**src/rtl/s2v_pkg.sv**
```systemverilog
package s2v_pkg;
  // Lock controller states: search for origin, hold at origin, aligned.
  typedef enum logic [1:0] {
    ST_SEEK = 2'd0,
    ST_PARK = 2'd1,
    ST_RUN  = 2'd2
  } lock_state_e;
endpackage

```
**src/rtl/s2v_lock_fsm.sv**
```systemverilog
module s2v_lock_fsm
  import s2v_pkg::*;
(
  input  logic clk,
  input  logic rst,
  input  logic tg_first,
  input  logic tg_active,
  input  logic s_tvalid,
  input  logic s_tuser,
  input  logic mismatch,
  output logic gen_en,
  output logic s_tready,
  output logic take_first,
  output logic locked,
  output logic lock_lost
);
  lock_state_e st_q, st_d;

  logic in_seek, in_park, in_run;
  assign in_seek = (st_q == ST_SEEK);
  assign in_park = (st_q == ST_PARK);
  assign in_run  = (st_q == ST_RUN);

  // Origin beat accepted while the generator is parked.
  assign take_first = in_park & s_tvalid & s_tuser;

  // Seek: run until origin. Park: freeze until a frame start. Run: free.
  assign gen_en   = in_run | (in_seek & ~tg_first) | take_first;
  // Unlocked: drain everything. Locked: one beat per active cycle.
  assign s_tready = in_run ? tg_active : 1'b1;
  assign locked   = in_run;

  always_comb begin
    st_d = st_q;
    unique case (st_q)
      ST_SEEK: if (tg_first) st_d = ST_PARK;
      ST_PARK: if (s_tvalid && s_tuser) st_d = ST_RUN;
      ST_RUN:  if (mismatch) st_d = ST_SEEK;
      default: st_d = ST_SEEK;
    endcase
  end

  always_ff @(posedge clk) begin
    if (rst) begin
      st_q      <= ST_SEEK;
      lock_lost <= 1'b0;
    end else begin
      st_q      <= st_d;
      lock_lost <= in_run & mismatch;
    end
  end


  park_origin_chk: assert property (@(posedge clk) disable iff (rst)
    in_park |-> tg_first);


  lost_unlocked_chk: assert property (@(posedge clk) disable iff (rst)
    lock_lost |-> (st_q == ST_SEEK));
endmodule

```
**src/rtl/s2v_line_track.sv**
```systemverilog
module s2v_line_track #(
  parameter int H_ACTIVE = 1280,
  parameter int V_ACTIVE = 800
) (
  input  logic clk,
  input  logic rst,
  input  logic take_first,
  input  logic take_run,
  input  logic s_tvalid,
  input  logic s_tuser,
  input  logic s_tlast,
  output logic mismatch
);
  localparam int COL_W = (H_ACTIVE > 1) ? $clog2(H_ACTIVE) : 1;
  localparam int ROW_W = (V_ACTIVE > 1) ? $clog2(V_ACTIVE) : 1;
  localparam logic [COL_W-1:0] COL_LAST = COL_W'(H_ACTIVE - 1);
  localparam logic [ROW_W-1:0] ROW_LAST = ROW_W'(V_ACTIVE - 1);

  logic [COL_W-1:0] col_q, base_col;
  logic [ROW_W-1:0] row_q, base_row;
  logic at_origin, at_eol;

  assign at_origin = (col_q == '0) && (row_q == '0);
  assign at_eol    = (col_q == COL_LAST);

  // Every locked active cycle must carry a beat whose markers match.
  assign mismatch = take_run &
                    (~s_tvalid | (s_tuser != at_origin) | (s_tlast != at_eol));

  // The origin beat is stepped from (0,0); locked beats from the counters.
  assign base_col = take_first ? '0 : col_q;
  assign base_row = take_first ? '0 : row_q;

  always_ff @(posedge clk) begin
    if (rst) begin
      col_q <= '0;
      row_q <= '0;
    end else if (take_first || take_run) begin
      if (base_col == COL_LAST) begin
        col_q <= '0;
        row_q <= (base_row == ROW_LAST) ? '0 : base_row + 1'b1;
      end else begin
        col_q <= base_col + 1'b1;
        row_q <= base_row;
      end
    end
  end
endmodule

```
**src/rtl/s2v_out_stage.sv**
```systemverilog
module s2v_out_stage #(
  parameter int PIX_W = 24
) (
  input  logic             clk,
  input  logic             rst,
  input  logic             tg_hsync,
  input  logic             tg_vsync,
  input  logic             show,
  input  logic [PIX_W-1:0] pix,
  output logic             vid_hsync,
  output logic             vid_vsync,
  output logic             vid_active,
  output logic [PIX_W-1:0] vid_rgb
);
  always_ff @(posedge clk) begin
    if (rst) begin
      vid_hsync  <= 1'b0;
      vid_vsync  <= 1'b0;
      vid_active <= 1'b0;
      vid_rgb    <= '0;
    end else begin
      vid_hsync  <= tg_hsync;
      vid_vsync  <= tg_vsync;
      vid_active <= show;
      vid_rgb    <= show ? pix : '0;
    end
  end


  blank_zero_chk: assert property (@(posedge clk) disable iff (rst)
    !vid_active |-> (vid_rgb == '0));
endmodule

```
**src/rtl/s2v_video_out.sv**
```systemverilog
module s2v_video_out #(
  parameter int H_ACTIVE = 1280,
  parameter int V_ACTIVE = 800,
  parameter int PIX_W    = 24
) (
  input  logic             clk,
  input  logic             rst,
  input  logic [PIX_W-1:0] s_tdata,
  input  logic             s_tvalid,
  input  logic             s_tuser,
  input  logic             s_tlast,
  output logic             s_tready,
  input  logic             tg_hsync,
  input  logic             tg_vsync,
  input  logic             tg_active,
  input  logic             tg_first,
  output logic             gen_en,
  output logic             vid_hsync,
  output logic             vid_vsync,
  output logic             vid_active,
  output logic [PIX_W-1:0] vid_rgb,
  output logic             locked,
  output logic             lock_lost
);
  logic take_first, take_run, mismatch, show;

  assign take_run = locked & tg_active;
  assign show     = (take_first | take_run) & s_tvalid;

  s2v_lock_fsm u_fsm (
    .clk        (clk),
    .rst        (rst),
    .tg_first   (tg_first),
    .tg_active  (tg_active),
    .s_tvalid   (s_tvalid),
    .s_tuser    (s_tuser),
    .mismatch   (mismatch),
    .gen_en     (gen_en),
    .s_tready   (s_tready),
    .take_first (take_first),
    .locked     (locked),
    .lock_lost  (lock_lost)
  );

  s2v_line_track #(
    .H_ACTIVE (H_ACTIVE),
    .V_ACTIVE (V_ACTIVE)
  ) u_track (
    .clk        (clk),
    .rst        (rst),
    .take_first (take_first),
    .take_run   (take_run),
    .s_tvalid   (s_tvalid),
    .s_tuser    (s_tuser),
    .s_tlast    (s_tlast),
    .mismatch   (mismatch)
  );

  s2v_out_stage #(
    .PIX_W (PIX_W)
  ) u_out (
    .clk        (clk),
    .rst        (rst),
    .tg_hsync   (tg_hsync),
    .tg_vsync   (tg_vsync),
    .show       (show),
    .pix        (s_tdata),
    .vid_hsync  (vid_hsync),
    .vid_vsync  (vid_vsync),
    .vid_active (vid_active),
    .vid_rgb    (vid_rgb)
  );


  lock_on_sof_chk: assert property (@(posedge clk) disable iff (rst)
    $rose(locked) |-> $past(s_tvalid && s_tuser && s_tready));


  show_on_take_chk: assert property (@(posedge clk) disable iff (rst)
    vid_active |-> $past(s_tvalid && s_tready));


  ready_window_chk: assert property (@(posedge clk) disable iff (rst)
    (locked && s_tready) |-> tg_active);
endmodule

```
**config.mk**
```make
export PLATFORM = sky130hd
export DESIGN_NAME = s2v_video_out
export DESIGN_NICKNAME = d
export VERILOG_FILES = /design/src/rtl/s2v_pkg.sv /design/src/rtl/s2v_lock_fsm.sv /design/src/rtl/s2v_line_track.sv /design/src/rtl/s2v_out_stage.sv /design/src/rtl/s2v_video_out.sv
export SDC_FILE = /design/constraint.sdc
export NUM_CORES = 1
export LEC_CHECK = 0
export BUFFER_PORTS_ARGS = -buffer_cell sky130_fd_sc_hd__buf_2
export CAP_MARGIN = 20
export CORE_ASPECT_RATIO = 1.4
export CORE_MARGIN = 3
export CORE_UTILIZATION = 51
export CTS_CLUSTER_SIZE = 25
export DETAILED_ROUTE_END_ITERATION = 10
export PLACE_DENSITY = 0.88
export SLEW_MARGIN = 20
export SYNTH_ARGS = -nofsm -noshare
export SYNTH_HDL_FRONTEND = slang
export SYNTH_SLANG_ARGS = --single-unit
export TNS_END_PERCENT = 30
```
**constraint.sdc**
```tcl
create_clock -name clk -period 3.05 [get_ports clk]
set_input_delay 0.1525 -clock clk [delete_from_list [all_inputs] [get_ports clk]]
set_output_delay 0.1525 -clock clk [all_outputs]
set_load 0.03 [all_outputs]
```
# Word level (Yosys, flattened, before mapping)
# Cells that the tools add are included.
# W data, S select, Z words.
totals:
  reg_bits: 51
  latch_bits: 0
  ram_bits: 0
  mem_bits_ro: 0
  input_bits: 33
  out_inout_bits: 31
  elab_cells: 53
  mem_count: 0
classes:
  add_sub_neg: 2
  multipliers: 0
  div_mod_pow: 0
  n_lt_le_gt_ge: 0
  eq_ne: 10
  n_shift: 0
  muxes: 10
  bitwise: 15
  reduce_logical: 8
op_table:
  columns: ["operator", "n"]
  rows:
  - ["$mux W10", 3]
  - ["$eq A11 B11 Y1 const B", 2]
  - ["$mux W11", 2]
  - ["$add A11 B1 Y11 const B", 1]
  - ["$logic_not A11 Y1", 1]
  - ["$add A10 B1 Y10 const B", 1]
  - ["$eq A10 B10 Y1 const B", 1]
  - ["$logic_not A10 Y1", 1]
  - ["$and A1 B1 Y1", 7]
  - ["$mux W2", 3]
  - ["$pmux W2 S3", 1]
  - ["$or A1 B1 Y1", 5]
  - ["$ne A2 B2 Y1 const B", 2]
  - ["$not A1 Y1", 3]
  - ["$reduce_and A3 Y1", 1]
  - ["$eq A2 B1 Y1 const B", 1]
  - ["$eq A2 B2 Y1 const B", 1]
  - ["$logic_and A1 B1 Y1", 2]
  - ["$logic_not A2 Y1", 1]
  - ["$ne A1 B1 Y1", 2]
  - ["$ne A2 B1 Y1 const B", 1]
  - ["$reduce_or A2 Y1", 1]
  - ["$logic_or A1 B1 Y1", 1]
  - ["$mux W1", 1]

# Longest topological paths before layout
# Gate-level depths: netlist of run 1.
depth:
  word_depth: 8
  depth_mapped: 10
  mapped_depth_nobuf: 8

# Cells and area by module
# From an unflattened synthesis of run 1, not the netlist that was laid out.
unflattened:
  hier_cells: 246
  hier_area_um2: 2314.7
modules_own_cells:
  columns: ["module", "n_inst", "cells_per_inst", "area_each_um2", "seq_area_each_um2"]
  rows:
  - ["s2v_line_track", 1, 171, 1343.8, 420.4]
  - ["s2v_out_stage", 1, 58, 810.8, 540.5]
  - ["s2v_lock_fsm", 1, 15, 143.9, 60.1]
  - ["s2v_video_out", 1, 2, 16.3, 0.0]

# Worst setup path after synthesis of run 1
# OpenSTA, ideal clock, no wires.
synth_timing:
  kind: "reg2reg"
  startpoint: "reg u_fsm.st_q[1]"
  endpoint: "reg u_track.row_q[3]"
  setup_time_ns: 0.091
  t_arrival_ns: 2.302
  slack_ns: 0.657
  path_stages_with_launch: 11
  n_path_buf: 2
  period_less_slack_ns: 2.393
  path_cell_list: "dfxtp_1 -> nand4b_1 -> clkbuf_1 -> and2_1 -> ha_1 -> nand3_1 -> nor3_1 -> and2_1 -> buf_2 -> a41oi_1 -> a311oi_1"
synth_between:
  elab_chain_cells: 7
  word_cells_on_any_way: 13
synth_lines:
  columns: ["element", "line_no", "text"]
  rows:
  - ["from (decl)", "s2v_lock_fsm.sv:17", "lock_state_e st_q, st_d;"]
  - ["from (signal assigned)", "s2v_lock_fsm.sv:48", "st_q <= st_d;"]
  - ["$eq A2 B1 Y1", "s2v_lock_fsm.sv:21", "assign in_park = (st_q == ST_PARK);"]
  - ["$and A1 B1 Y1 (2 in series)", "s2v_lock_fsm.sv:25", "assign take_first = in_park & s_tvalid & s_tuser;"]
  - ["$mux W10", "s2v_line_track.sv:32", "assign base_row = take_first ? '0 : row_q;"]
  - ["$add A10 B1 Y10 or $eq A10 B10 Y1 (tied branches)", "s2v_line_track.sv:41", "row_q <= (base_row == ROW_LAST) ? '0 : base_row + 1'b1;"]
  - ["$mux W10", "s2v_line_track.sv:41", null]
  - ["$mux W10", "s2v_line_track.sv:39", "if (base_col == COL_LAST) begin"]
  - ["to (signal assigned)", "s2v_line_track.sv:41", null]
  - ["to (signal assigned)", "s2v_line_track.sv:44", "row_q <= base_row;"]
  - ["to (decl)", "s2v_line_track.sv:20", "logic [ROW_W-1:0] row_q, base_row;"]
# Parallel ways exist; a longest one is shown, timed or not.
# A chain may end at the register's enable or synchronous reset.

# Worst setup path in the final report of run 1
layout_timing:
  startpoint: "reg u_fsm.st_q[1]"
  endpoint: "reg u_track.row_q[9]"
# The elaborated chain is that of the path after synthesis.

==> results of run 1 <==
[worst reg2reg max path, delay by kind of cell (launching register included)]
kind	cells	cell delay [ps]
AOI/OAI and AO/OA	1	450
adders and majority gates	1	180
DFF	1	410
muxes	1	140
and+or+nand+nor	5	1420
[state kept, by name (all words and copies together), names as in the netlist]
| register | cells |
|---|---|
| u_out.vid_rgb | 24 |
| u_out.vid_vsync | 1 |
| u_fsm.lock_lost | 1 |
| u_track.col_q | 11 |
| u_fsm.st_q | 2 |
| u_track.row_q | 10 |
| u_out.vid_active | 1 |
| u_out.vid_hsync | 1 |
[worst min-delay path by stage]
stage | end | startpoint | depth (start not counted)
after floorplan | u_fsm.st_q[0] | s_tuser | 1
after global placement | u_out.vid_rgb[13] | s_tdata[13] | 2
after detailed placement | u_out.vid_rgb[8] | s_tdata[8] | 2
after CTS | u_out.vid_rgb[16] | s_tdata[16] | 2
after global routing | u_out.vid_rgb[19] | s_tdata[19] | 2
final | u_out.vid_rgb[8] | s_tdata[8] | 2
[cell usage in the layout, fill, tap and decap left out, types with 2 or more instances in the layout]
cell / count
nor3_1: 6
nand4_1: 8
a21oi_1: 13
a211oi_1: 3
inv_1: 4
xnor2_1: 2
a31oi_1: 3
nand2b_1: 5
dfxtp_1: 51
clkbuf_8: 5
buf_4: 4
o21ai_0: 12
nand3_1: 12
mux2i_1: 2
nor2_1: 22
nor2b_1: 2
xor2_1: 4
nand2_1: 17
nor4b_1: 2
and2_1: 31
and4_1: 2
buf_2: 63
nor4_1: 6
clkinv_2: 2
o211ai_1: 3
ha_1: 2
[layout make-up]
type	instances	area, sq um	share of cell area [%]
multi-input cells	177	1071	41.29
inverters	4	15.01	0.5789
well taps	43	53.80	2.074
flip-flops and latches	51	1021	39.36
repair buffers	67	345.3	13.31
clock inverters	3	18.77	0.7236
clock buffers	5	68.82	2.653
[power by group through the flow]
stage / Combinational, W / Sequential (W) / Clock (W)
after global placement: 0.0000776 / 0.000692 / 0
after floorplan: 0.0000339 / 0.000701 / 0
after global routing: 0.0000880 / 0.000679 / 0.000431
after CTS: 0.0000797 / 0.000677 / 0.000397
after detailed placement: 0.0000795 / 0.000693 / 0
final: 0.0000793 / 0.000677 / 0.000389
[routing by layer]
metal / up-vias / part of all wire (%)
li1: 987 / -
met1: 881 / 38
met2: 88 / 52
met3: 8 / 8.1
met4: 0 / 1.6
met5: - / 0
[stage by stage]
stage	area [sq um]	util, %	instances	power [W]
2_1_floorplan	2151	-	244	0.0007354
3_3_place_gp	2506	62.87	342	0.0007697
3_5_place_dp	2506	62.87	342	0.0007722
4_1_cts	2594	65.07	350	0.001154
5_1_grt	2594	65.07	350	0.001198
6_report	2594	65.07	350	0.001145
[kinds of logic (layout without fill, tap and decap cells)]
logic type                 count (synthesis)  in the layout  share of synthesized area (%)
AOI/OAI and AO/OA                         42             42                          12.10
buffers and inverters                     16             79                          2.967
muxes                                      2              2                         0.9308
DFF                                       51             51                          47.47
adders and majority gates                  2              2                          1.163
xor gates and xnor gates                   6              6                          2.443
and+or+nand+nor                          125            125                          32.93
==> impl_metrics.tcl, run 1 <==
set metrics [dict create \
    status "finished, final reports clean" \
    drt-vias-per-instance 5.611 \
    crit_slowest_cell "nor4_4" \
    postSynthCellCount 244 \
    ioPinCount 64 \
    critPathLaunch "u_fsm.st_q[1]" \
    endpoint_kind "flip-flop" \
    yosysTopAreaCellShare_pct 47.47 \
    final_max_slew_viol_count 0 \
    worstPathMaxFanout 14 \
    synth.cell_area_sq_um 2151 \
    cts_made_buffers 5 \
    drc 0 \
    routed_wl_um 4953 \
    worstPathArrival_ps 2910 \
    wl_per_cell_um 14.15 \
    die_width_um 60.89 \
    grtUsageMet3_pct 7.465 \
    maxCapViolations 0 \
    seq_power_share_pct 59.1 \
    syn_nets 279 \
    preCtsSetupSlack_ps 493.6 \
    grt.total_usage_pct 21.86 \
    clk_path_buf_depth 2 \
    synth-edff-count 0 \
    synth.distinct_cells 44 \
    yosys_warnings 0 \
    p_sw_w 0.0002780 \
    sw_frac_of_total_pct 24.27 \
    reg2reg_slack_ps 380 \
    whs_ps 42.29 \
    finClkSkew_ps 12.08 \
    post_cts_resized 0 \
    internal_power_w 0.0008672 \
    synth_common_cells "51 x dfxtp_1, 31 x and2_1, 22 x nor2_1" \
    dr.pass1.iters 4 \
    critical_path.endpoint "u_track.row_q[9]" \
    rsz0062_at_grt "false" \
    worstMarginPinSlew_ps 679.2 \
    numPortBuffers 63 \
    hold_viol 0 \
    p_per_area_nw_per_um2 441.5 \
    gp_congestion 0.8640 \
    drtAntennaViolNets 0 \
    final_nets 341 \
    slew_headroom_pct 54.38 \
    peakVddDrop_mv 0.3206 \
    tns_ps 0 \
    leakagePower_nw 1.137 \
    core_sq_um 3986 \
    timing.fmax_ghz 0.3750 \
    async_flop_share_pct 0 \
    crit_chain "nand4b_1 > and2_1 > ha_1 > nand3_1 > nor4_4 > nand4_1 > a2111o_1 > mux2i_1" \
    diodes 0 \
    comb_power_share_pct 6.9 \
    route.vias.total 1964 \
    cp.required_ps 3290 \
    layout_setup_ws_ps 383.3 \
    worstSetupPathType "reg2reg" \
    clkSlewWorstSetupHoldPaths_ps 100 \
    setup_violations 0 \
    yosysTopAreaCell "dfxtp_1" \
    clk_latency_ps 300 \
    synth_area_leaders "dfxtp_1 47%, and2_1 9.0%, nor2_1 3.8%" \
    area.growth.synth_to_final_pct 20.59 \
    dp_hpwl_um 3784 \
    layout-drive-gt1-share_pct 25.73 \
    cts_tree "yes" \
    reg2reg_to "u_track.row_q[9]" \
    grt_antenna_before_repair 0 \
    post_cts_buffers 0 \
    cts.sinks 51 \
    grt_max_degree 26 \
    drtIter0Drc 106 \
    crit_cells 8 \
    die_area_sq_um 5044 \
    gr-total-overflow 0 \
    first_global_vias 2008 \
    rows 27 \
    crit_family "simple AND/OR/NAND/NOR gates" \
    die_y_um 82.84 \
    reg2regPathDepth 8 \
    yosysSeqAreaShare_pct 47.47 \
    synth_most_common_cell "dfxtp_1" \
    critPathMaxStageDelay_ps 640 \
    use_met1_pct 24.73 \
    initial_core_util_pct 53.95 \
    htreeDepth 2 \
    met2_usage_pct 36.42 \
    finalCriticalPeriod_ps 2667 \
    cts_root_buf "clkbuf_8" \
    ys_ff_latch 51 \
    synth_area_per_cell_sq_um 8.815 \
    hold_class "in2reg" \
    clkPwrFrac_pct 33.9 \
    worstReg2RegStart "u_fsm.st_q[1]" \
    ys.flop_type "dfxtp_1" \
    grt_first_pass_wirelength_um 8673 \
    worst-path-buf-inv 0 \
    nFillCells 354 \
    holdBufCountCts 0 \
    cp-start-kind "flip-flop" \
    top_usage_layer "met2" \
    period_share_pct 87.43 \
]
No activity file was read; power rests on OpenSTA's default activity.
==> run 2, diff against run 1 <==
--- a/config.mk
+++ b/config.mk
@@ -9,12 +9,13 @@
 export CAP_MARGIN = 20
 export CORE_ASPECT_RATIO = 1.4
 export CORE_MARGIN = 3
-export CORE_UTILIZATION = 51
+export CORE_UTILIZATION = 52
 export CTS_CLUSTER_SIZE = 25
 export DETAILED_ROUTE_END_ITERATION = 10
 export PLACE_DENSITY = 0.88
-export SLEW_MARGIN = 20
+export SLEW_MARGIN = 15
 export SYNTH_ARGS = -nofsm -noshare
 export SYNTH_HDL_FRONTEND = slang
+export SYNTH_HIERARCHICAL = 1
 export SYNTH_SLANG_ARGS = --single-unit
 export TNS_END_PERCENT = 30
==> impl_metrics.tcl, run 2 <==
set metrics [dict create \
    crit_family "simple AND/OR/NAND/NOR gates" \
    yosysSeqAreaShare_pct 44.11 \
    critPathLaunch "u_fsm/st_q[1]" \
    die_y_um 84.94 \
    synth.distinct_cells 48 \
    area.growth.synth_to_final_pct 18.43 \
    gp_congestion 0.9546 \
    final_cell_mix "63 x buf_2, 51 x dfxtp_1, 19 x nand2_1" \
    die_area_sq_um 5299 \
    synth_area_per_cell_sq_um 9.409 \
    synth_top_family_by_area "simple AND/OR/NAND/NOR gates" \
    timing.fmax_ghz 0.4227 \
    post_cts_resized 0 \
    holdBufCountCts 0 \
    final_common_cell "buf_2" \
    yosysTopAreaCellShare_pct 44.11 \
    final_util_pct 64.14 \
    reg2reg_slack_ps 680 \
    clk_latency_ps 310 \
    rsz0062_at_grt "false" \
    worstReg2RegStart "u_fsm/st_q[1]" \
    ioPinCount 64 \
    dp_cells 358 \
    cts_root_buf "clkbuf_8" \
    synth_most_common_cell "dfxtp_1" \
    p_sw_w 0.0002711 \
    worstPathArrival_ps 2600 \
    cts.sinks 51 \
    dr.pass1.iters 4 \
    status "finished, final reports clean" \
    async_flop_share_pct 0 \
    synth.area.mux_share_pct 0 \
    synth-simple-area-share_pct 35.41 \
    worstSetupPathType "reg2reg" \
    ys_ff_latch 51 \
    reg2regPathDepth 9 \
    hold_class "in2reg" \
    period_share_pct 77.57 \
    initial_core_util_pct 54.16 \
    drtIter0Drc 177 \
    endpoint_kind "flip-flop" \
    synth_common_cells "51 x dfxtp_1, 19 x nand2_1, 18 x and3b_1" \
    tns_ps 0 \
    grt_max_degree 45 \
    worst-path-buf-inv 1 \
    route.vias.total 2087 \
    crit_chain "nand4b_1 > inv_1 > nor2b_1 > ha_1 > and4_1 > and3_4 > a211oi_4 > or3b_1 > o211ai_2" \
    grt_antenna_before_repair 0 \
    slew_headroom_pct 55.21 \
    routed_wl_um 5428 \
    design_area_sq_um 2741 \
    post_cts_buffers 0 \
    clkPwrFrac_pct 37.1 \
    yosys_warnings 6 \
    core_sq_um 4274 \
    clk_path_buf_depth 2 \
    grt.total_usage_pct 21.10 \
    p_per_area_nw_per_um2 445.7 \
    cp.required_ps 3290 \
    worstPathMaxFanout 9 \
    dp_hpwl_um 4044 \
    finalCriticalPeriod_ps 2366 \
    clkSlewWorstSetupHoldPaths_ps 90 \
    drtAntennaViolNets 0 \
    diodes 0 \
    synth-edff-count 0 \
    worstMarginPinSlew_ps 671.9 \
    registers.top_by_ff_count "u_out/vid_rgb" \
    hold_viol 0 \
    first_global_vias 1972 \
    critical_path.endpoint "u_track/row_q[8]" \
    synth_area_leaders "dfxtp_1 44%, and3b_1 6.8%, nand2_1 3.1%" \
    layout-drive-gt1-share_pct 29.18 \
    largest_reg_flops 24 \
    leakagePower_nw 1.242 \
    critPathMaxStageDelay_ps 400 \
    yosysTopAreaCell "dfxtp_1" \
    synth.cell_area_sq_um 2315 \
    sw_frac_of_total_pct 22.19 \
    finClkSkew_ps 10.37 \
    rows 28 \
    drt-vias-per-instance 5.718 \
    wl_per_cell_um 14.87 \
    internal_power_w 0.0009508 \
    reg2reg_to "u_track/row_q[8]" \
    postSynthCellCount 246 \
    crit_cells 9 \
    drc 0 \
    peakVddDrop_mv 0.2737 \
    maxCapViolations 0 \
    placed_area_sq_um 2635 \
    numPortBuffers 63 \
    htreeDepth 2 \
    ys.flop_type "dfxtp_1" \
    grt_first_pass_wirelength_um 8970 \
    synth-adder-area-share_pct 1.081 \
    cts_made_buffers 5 \
    final_nets 340 \
    final_cells 365 \
    gr-total-overflow 0 \
    crit_slowest_cell "or3b_1" \
    final_max_slew_viol_count 0 \
    synth_compound_area_share_pct 12.59 \
    seq_power_share_pct 55.4 \
    finalPower_w 0.001222 \
    top_regs "u_out/vid_rgb x24, u_track/col_q x11, u_track/row_q x10" \
    setup_violations 0 \
    cp-start-kind "flip-flop" \
    die_width_um 62.39 \
    cts_tree "yes" \
    synth-xor-area-share_pct 2.649 \
    syn_nets 281 \
    comb_power_share_pct 7.5 \
]
==> run 2: changes by cell type in the layout (fill, tap and decap cells not counted), sizes merged, moves of 4 or more <==
cell / delta
nand4: -4
nor2: -5
and2: -30
nor2b: +8
and3b: +24
==> run 2: worst min path at each step <==
| stage | from | endpoint | slack, ps | cells after the start |
|---|---|---|---|---|
| floorplan | rst | u_fsm/st_q[1] | 210 | 1 |
| global placement | tg_vsync | u_out/vid_vsync | 360 | 2 |
| detailed placement | tg_vsync | u_out/vid_vsync | 370 | 2 |
| CTS | tg_vsync | u_out/vid_vsync | 60 | 2 |
| global route | tg_hsync | u_out/vid_hsync | 70 | 2 |
| finish | tg_vsync | u_out/vid_vsync | 60 | 2 |
==> run 2: kinds of logic (layout without fill, tap and decap cells) <==
logic type,Yosys count,count (layout)
compound gates,44,44
flops,51,51
buf+inv,17,76
fa+ha+maj,2,2
simple gates,125,125
xor+xnor,7,7
==> run 2: through the flow <==
step,worst slack (ps),hold slack [ps]
detailed placement,730.7,372.7
global placement,802.5,359.7
finish,684.2,57.46
global route,464.6,66.20
CTS,706.4,56.39
floorplan,415.7,214.9
==> run 2: power by group through the flow <==
stage / registers [W] / clock network [W] / logic (W)
2_1_floorplan: 0.000702 / 0 / 0.0000448
3_3_place_gp: 0.000693 / 0 / 0.0000894
3_5_place_dp: 0.000693 / 0 / 0.0000916
4_1_cts: 0.000678 / 0.000462 / 0.0000920
5_1_grt: 0.000679 / 0.000490 / 0.0000992
6_report: 0.000677 / 0.000453 / 0.0000914
==> run 2: final cells by class <==
type                    count  area (sq um)
fillers                   339          1533
multi-input cells         178          1197
flip-flops and latches     51          1021
repair buffers             64         322.8
well taps                  60         75.07
clock buffers               5         68.82
clock inverters             2         37.54
inverters                   5         18.77
==> run 2: metal layers <==
metal	up-vias	part of all wire (%)	GRT usage (%)
met4	0	2.5	10.44
met5	-	0	0
met1	970	40	23.81
li1	1004	-	-
met3	12	7.5	5.166
met2	101	50	37.06
